--- src/rtl/serial_pair_adder_pkg.sv ---
package serial_pair_adder_pkg;

  typedef enum logic [1:0] {
    SEQ_IDLE  = 2'd0,
    SEQ_SHIFT = 2'd1,
    SEQ_DONE  = 2'd2
  } seq_state_t;

endpackage

--- src/rtl/spa_sequencer.sv ---
module spa_sequencer
  import serial_pair_adder_pkg::*;
#(
  parameter int OPW = 2
) (
  input  logic clk,
  input  logic rst,
  input  logic start_i,
  output logic capture_o,
  output logic last_o
);

  localparam int CW = (OPW > 1) ? $clog2(OPW) : 1;
  localparam logic [CW-1:0] LAST_IDX = CW'(OPW - 1);

  seq_state_t      state_q;
  logic [CW-1:0]   cnt_q;

  assign capture_o = ((state_q == SEQ_IDLE) && start_i) || (state_q == SEQ_SHIFT);
  assign last_o    = capture_o && (cnt_q == LAST_IDX);

  always_ff @(posedge clk) begin
    if (rst) begin
      state_q <= SEQ_IDLE;
      cnt_q   <= '0;
    end else begin
      case (state_q)
        SEQ_IDLE: begin
          if (start_i) begin
            if (last_o) begin
              state_q <= SEQ_DONE;
              cnt_q   <= '0;
            end else begin
              state_q <= SEQ_SHIFT;
              cnt_q   <= cnt_q + 1'b1;
            end
          end
        end
        SEQ_SHIFT: begin
          if (last_o) begin
            state_q <= SEQ_DONE;
            cnt_q   <= '0;
          end else begin
            cnt_q   <= cnt_q + 1'b1;
          end
        end
        SEQ_DONE: begin
          state_q <= SEQ_IDLE;
          cnt_q   <= '0;
        end
        default: begin
          state_q <= SEQ_IDLE;
          cnt_q   <= '0;
        end
      endcase
    end
  end


  last_to_done_chk: assert property (@(posedge clk) disable iff (rst)
    last_o |=> (state_q == SEQ_DONE));


  done_to_idle_chk: assert property (@(posedge clk) disable iff (rst)
    (state_q == SEQ_DONE) |=> (state_q == SEQ_IDLE));


  done_no_capture_chk: assert property (@(posedge clk) disable iff (rst)
    (state_q == SEQ_DONE) |-> !capture_o);

endmodule

--- src/rtl/spa_shreg.sv ---
module spa_shreg #(
  parameter int OPW = 2
) (
  input  logic           clk,
  input  logic           rst,
  input  logic           capture_i,
  input  logic           bit_i,
  output logic [OPW-1:0] word_nxt_o
);

  logic [OPW-1:0] sh_q;

  // the newest bit enters at the bottom; the oldest (MSB) ends at the top
  assign word_nxt_o = OPW'({sh_q, bit_i});

  always_ff @(posedge clk) begin
    if (rst) begin
      sh_q <= '0;
    end else if (capture_i) begin
      sh_q <= word_nxt_o;
    end
  end


  shift_in_chk: assert property (@(posedge clk) disable iff (rst)
    capture_i |=> (sh_q[0] == $past(bit_i)));

endmodule

--- src/rtl/spa_sum_reg.sv ---
module spa_sum_reg #(
  parameter int OPW = 2
) (
  input  logic           clk,
  input  logic           rst,
  input  logic           last_i,
  input  logic [OPW-1:0] opa_i,
  input  logic [OPW-1:0] opb_i,
  output logic [OPW:0]   sum_o,
  output logic           sum_vld_o
);

  localparam int RW = OPW + 1;

  always_ff @(posedge clk) begin
    if (rst) begin
      sum_o     <= '0;
      sum_vld_o <= 1'b0;
    end else begin
      sum_vld_o <= last_i;
      if (last_i) begin
        sum_o <= RW'(opa_i) + RW'(opb_i);
      end
    end
  end


  vld_single_chk: assert property (@(posedge clk) disable iff (rst)
    sum_vld_o |=> !sum_vld_o);


  sum_hold_chk: assert property (@(posedge clk) disable iff (rst)
    !last_i |=> $stable(sum_o));

endmodule

--- src/rtl/serial_pair_adder.sv ---
module serial_pair_adder #(
  parameter int OPW = 2
) (
  input  logic         clk,
  input  logic         rst,
  input  logic         start_i,
  input  logic         opa_bit_i,
  input  logic         opb_bit_i,
  output logic [OPW:0] sum_o,
  output logic         sum_vld_o
);

  localparam int NOPS = 2;

  logic                capture;
  logic                last;
  logic [NOPS-1:0]     bits_in;
  logic [OPW-1:0]      words [NOPS];

  assign bits_in = {opb_bit_i, opa_bit_i};

  spa_sequencer #(.OPW(OPW)) u_seq (
    .clk       (clk),
    .rst       (rst),
    .start_i   (start_i),
    .capture_o (capture),
    .last_o    (last)
  );

  for (genvar g = 0; g < NOPS; g++) begin : g_op
    spa_shreg #(.OPW(OPW)) u_sh (
      .clk        (clk),
      .rst        (rst),
      .capture_i  (capture),
      .bit_i      (bits_in[g]),
      .word_nxt_o (words[g])
    );
  end

  spa_sum_reg #(.OPW(OPW)) u_sum (
    .clk       (clk),
    .rst       (rst),
    .last_i    (last),
    .opa_i     (words[0]),
    .opb_i     (words[1]),
    .sum_o     (sum_o),
    .sum_vld_o (sum_vld_o)
  );


  rst_clears_vld_chk: assert property (@(posedge clk)
    rst |=> !sum_vld_o);

endmodule

--- config.mk ---
export PLATFORM = sky130hd
export DESIGN_NAME = serial_pair_adder
export DESIGN_NICKNAME = d
export VERILOG_FILES = /design/src/rtl/serial_pair_adder_pkg.sv /design/src/rtl/spa_sequencer.sv /design/src/rtl/spa_shreg.sv /design/src/rtl/spa_sum_reg.sv /design/src/rtl/serial_pair_adder.sv
export SDC_FILE = /design/constraint.sdc
export NUM_CORES = 1
export LEC_CHECK = 0
export CAP_MARGIN = 10
export CORE_AREA = 3 3 40 42
export CTS_CLUSTER_SIZE = 40
export DETAILED_ROUTE_END_ITERATION = 7
export DIE_AREA = 0 0 43 45
export GPL_TIMING_DRIVEN = 1
export PLACE_DENSITY = 0.53
export REMOVE_ABC_BUFFERS = 1
export SKIP_LAST_GASP = 1
export SLEW_MARGIN = 20
export SYNTH_ARGS = -nofsm -noshare
export SYNTH_HDL_FRONTEND = slang
export SYNTH_HIERARCHICAL = 1
export SYNTH_SLANG_ARGS = --single-unit
--- constraint.sdc ---
create_clock -name clk -period 3.22 [get_ports clk]
set_input_delay 0.644 -clock clk [delete_from_list [all_inputs] [get_ports clk]]
set_output_delay 0.644 -clock clk [all_outputs]
set_load 0.03 [all_outputs]
Word level (Yosys, flattened, before mapping). Index checks and enable logic that the tools add are counted. W data, S select, Z words.

Add/subtract/negate cells: 2. Multiply operators: 0. Div/mod/pow operators: 0. Order comparisons: 0. Eq/ne operators: 3. Shift-type cells: 0. Mux-type cells: 7. Bitwise gates (word level): 0. Reduce and logical (&&, ||, !) cells: 5.

Operator list (number): $mux W2 (3); $pmux W2 S2 (1); $add A2 B2 Y3 (1); $eq A2 B1 Y1 const B (1); $logic_and A1 B1 Y1 (2); $logic_not A2 Y1 (1); $mux W1 (2); $ne A2 B1 Y1 const B (1); $ne A2 B2 Y1 const B (1); $pmux W1 S2 (1); $reduce_and A2 Y1 (1); $add A1 B1 Y1 const B (1); $logic_or A1 B1 Y1 (1).

Register bits after elaboration: 9. Bits in latches: 0. Memory bits (writable): 0. Memory bits (read-only): 0. Output and inout bits: 4. Word-level logic and storage cells: 23. Memories kept: 0.

Longest topological paths before layout.
Word-level depth: 7. Depth in mapped cells: 5. Gate-level depth less buffers: 4.

Hierarchy. The synthesis kept the hierarchy.

Modules (own cells, without submodules): spa_sum_reg (times used 1, cells an instance 16, area each 166.4 µm²); spa_sequencer (times used 1, cells an instance 11, area each 127.6 µm²); spa_shreg (times used 2, cells an instance 4, area each 41.3 µm²).

Worst setup path before layout. No wires, ideal clock.

Kind: input -> register. Start: input opa_bit_i. End: register u_sum.sum_o[1]. Library setup time: 0.086 ns. Arrival time: 1.584 ns. Data required time: 3.134 ns. Path slack: 1.550 ns. Stages: 5. Path buffers: 1. Cells stage by stage: buf_4 -> ha_1 -> inv_1 -> fa_1 -> a211oi_1.

Word-level cells in the longest chain between the ends: 1.

RTL lines: start, declared (line serial_pair_adder.sv:7) `input logic opa_bit_i,`; $add A2 B2 Y3 (line spa_sum_reg.sv:22) `sum_o <= RW'(opa_i) + RW'(opb_i);`; end signal, assigned (line spa_sum_reg.sv:22); end, declared (line spa_sum_reg.sv:9) `output logic [OPW:0] sum_o,`.

Every way passes these cells. A chain may end at the register's enable or synchronous reset.

Final worst setup path.
Start: input start_i. End: register u_sum.sum_o[0].

Word-level cells in the longest chain between the ends: 3.

RTL lines: start, declared (line serial_pair_adder.sv:6) `input logic start_i,`; $logic_and A1 B1 Y1 (line spa_sequencer.sv:19) `assign capture_o = ((state_q == SEQ_IDLE) && start_i) || (state_q == SEQ_SHIFT);`; $logic_or A1 B1 Y1 (line spa_sequencer.sv:19); $logic_and A1 B1 Y1 (line spa_sequencer.sv:20) `assign last_o = capture_o && (cnt_q == LAST_IDX);`; via last (line serial_pair_adder.sv:16) `logic last;`.

The timed path passes the listed nets, and every way through them passes these cells.

==> summary.txt <==
Finish
  • Total Nets Final: 53
  • Synthesis-to-layout area growth: 29.2%
  • ANT cells: 0
  • # fillers: 126
  • Layout cells sized above 1: 0.133

Synth
  • Synthesized area per cell: approximately 11 um^2
  • Yosys top cell area share: 0.478
  • Area contributors post-synth: dfxtp_1, mux2i_1, nor4b_2
  • Unique masters post-synth: 14
  • Fraction of registers with async set or reset after synthesis: 0
  • Top FF cell, synth: dfxtp_1
  • Largest area contributor in the netlist: dfxtp_1
  • Post-synth EDFFs: 0
  • Yosys warning total: 6
  • Mapped cell area: roughly 380 um^2
  • Most frequent cell after synthesis: dfxtp_1
  • Flops & latches, synth: 9
  • Synth cell count leaders: dfxtp_1, nor2_1, inv_1, mux2i_1
  • Seq/Total Area, Yosys: 0.478
  • Gate Count Post-Synth: 35

Critical path
  • CP bufs+invs: 1
  • Critical Path RT: ~3.4 ns
  • FF-to-FF setup slack: about 1.8 ns
  • CP Launch Type: input port
  • Largest delay contributor family on the critical path: simple AND/OR/NAND/NOR gates
  • FF-to-FF Start: u_seq/state_q[0]$_SDFFE_PP0P_
  • R2R cell count: 4
  • Most frequent cell on the critical path: nor2_1
  • R2r endpoint: u_sum/sum_o[0]$_SDFFE_PP0P_
  • Worst Path Class, Setup: in2reg
  • CP endpoint kind: flop
  • CP peak stage delay: about 0.55 ns
  • Critical Path AT: 2.10 ns
  • Max FO, Critical Path: 6
  • Slowest CP cell: nor3b_1
  • Critical path cell sequence: clkdlybuf4s50_1, nor2_1, nor3b_1, mux2i_1, nor2_1

Floorplan
  • Standard-cell rows: 13
  • Starting Density: 0.293
  • Io pins: 9
  • Die Ht: ~45 um
  • Chip width: between 40 and 50 um
  • Die ar.: about 0.0019 mm^2
  • Core ar.: around 0.0013 mm^2

STA
  • Slack of the critical path: roughly 1.3 ns
  • Worst slew pin tran: ~0.65 ns
  • Max_slew headroom: 0.568
  • Clock period minus final worst setup slack: 1.96 ns
  • Peak Freq: about 500 MHz
  • Final setup TNS: 0 ns
  • Max-slew violation count: 0
  • Setup Skew: around 0.0016 ns
  • Final Setup Violations: 0
  • RSZ-0062 raised after global routing: no
  • Hold Violations, Final: 0
  • Period Utilization, post-route: 0.609

Global route
  • First-pass GRT wire length: about 1000 um
  • Antenna violations before repair: 0
  • GRT Total Usage: 0.0760
  • Largest net degree at the start of global routing: 10
  • Vias in the first global route: 257
  • Grt ovf: 0

Detailed routing
  • Routed Antenna Nets: 0
  • Via density: 4.47
  • WL/cell: approximately 10 um
  • DR iter-0 viols: 0
  • Drc violations: 0
  • Pre-antenna DRT Iters: 1
  • Final Routed Wirelength: around 600 um
  • DR vias: around 270

Clocking
  • Longest Clk Path Bufs: 2
  • Postcts setup bufs: 0
  • Root buf cell: clkbuf_4
  • CTS H-tree depth: 1
  • CTS resizes: 0
  • CTS clk-pin slew, worst paths: 0.06 ns
  • CTS buffer count: 3
  • TritonCTS clock tree: built
  • Post-CTS Hold Buffers: 0
  • Skew-Pair Late Insertion Delay: 0.26 ns
  • CTS Sinks: 9

Hold path
  • Min-delay src: u_sum/sum_o[1]$_SDFFE_PP0P_
  • Hold Crit Class: reg2reg
  • Hold EP: u_sum/sum_o[1]$_SDFFE_PP0P_
  • Worst hold stages: 2

Status
  • Outcome: completed

Power and ir drop
  • Power per Cell Area: between 500 and 600 mW/mm^2
  • Static Leak: approximately 0.00018 uW
  • Max VDD drop: around 0.00022 V

Placement
  • GP Congestion: about 0.7
  • IO Port Bufs: 8
  • HPWL after DPL: between 400 and 500 um
  • Post-place setup slack: approximately 0.98 ns

Job
  • Maxcap violations: 0
[cell type report]
cell class                      count  area, um^2  share of cell area
Inverter                            3        11.3              0.0231
Timing Repair Buffer                8        80.1               0.165
Tap cell                           15        18.8              0.0386
Multi-Input combinational cell     21         170               0.350
Sequential cell                     9         180               0.370
Clock buffer                        4        26.3              0.0540
[how the worst max path moves through the flow]
stage,cells past startpoint,startpoint,slack [ns],to
after global routing,5,start_i,1.11,u_sum/sum_o[0]$_SDFFE_PP0P_
after detailed placement,5,start_i,0.98,u_sum/sum_o[0]$_SDFFE_PP0P_
after floorplan,4,opa_bit_i,1.67,u_sum/sum_o[1]$_SDFFE_PP0P_
final,5,start_i,1.26,u_sum/sum_o[0]$_SDFFE_PP0P_
after CTS,5,start_i,1.25,u_sum/sum_o[0]$_SDFFE_PP0P_
after global placement,5,start_i,0.98,u_sum/sum_o[0]$_SDFFE_PP0P_
[tightest hold or removal path: stages (launching register included)]
cell      delay [ns]
dfxtp_1         0.31
nor2_1          0.08
a211oi_1        0.04
[sequential cells by signal (all words and copies together), names as in the netlist]
register and cells:
u_sum/sum_o 3, g_op.u_sh/sh_q 2, u_seq/state_q 2, u_seq/cnt_q 1, u_sum/sum_vld_o 1
[layout by cell type (no fill, tap or decap)]
cell,n
nor4_2,1
nor3_1,1
clkdlybuf4s50_1,8
nor2b_1,1
clkbuf_4,3
mux2i_1,3
fa_1,1
inv_1,3
nor4b_2,2
a211oi_1,2
clkbuf_1,1
nor3b_1,1
nor2_1,7
o21ai_0,1
dfxtp_1,9
ha_1,1
[routing by layer]
metal	share of wire	global-route usage	vias to the layer above
li1	-	-	138
met1	0.44	0.0801	117
met2	0.45	0.111	11
met3	0.082	0.0478	2
met4	0.025	0.0542	0
met5	0	0	-
[cell families (layout without fill, tap and decap cells)]
family | count (synthesis) | in the layout | synth area share
and+or+nand+nor | 13 | 13 | 0.233
DFF | 9 | 9 | 0.478
buffers and inverters | 5 | 15 | 0.0698
AOI/OAI and AO/OA | 3 | 3 | 0.0531
muxes | 3 | 3 | 0.0797
adders and majority gates | 2 | 2 | 0.0864
[power breakdown]
part	switching, uW	internal [uW]
Combinational	24.8	23.8
Sequential	6.85	121
Clock	37.7	47.6
[per-stage QoR]
step / area, um^2 / utilization / hold slack (ns) / std cells / total power, uW
after global placement: 460 / 0.358 / 0.466 / 56 / 177
after CTS: 487 / 0.379 / 0.479 / 60 / 267
after global routing: 487 / 0.379 / 0.504 / 60 / 276
after detailed placement: 460 / 0.358 / 0.471 / 56 / 180
final: 487 / 0.379 / 0.475 / 60 / 262
after floorplan: 362 / - / 0.455 / 33 / 160
(Power assumes the default switching activity.)
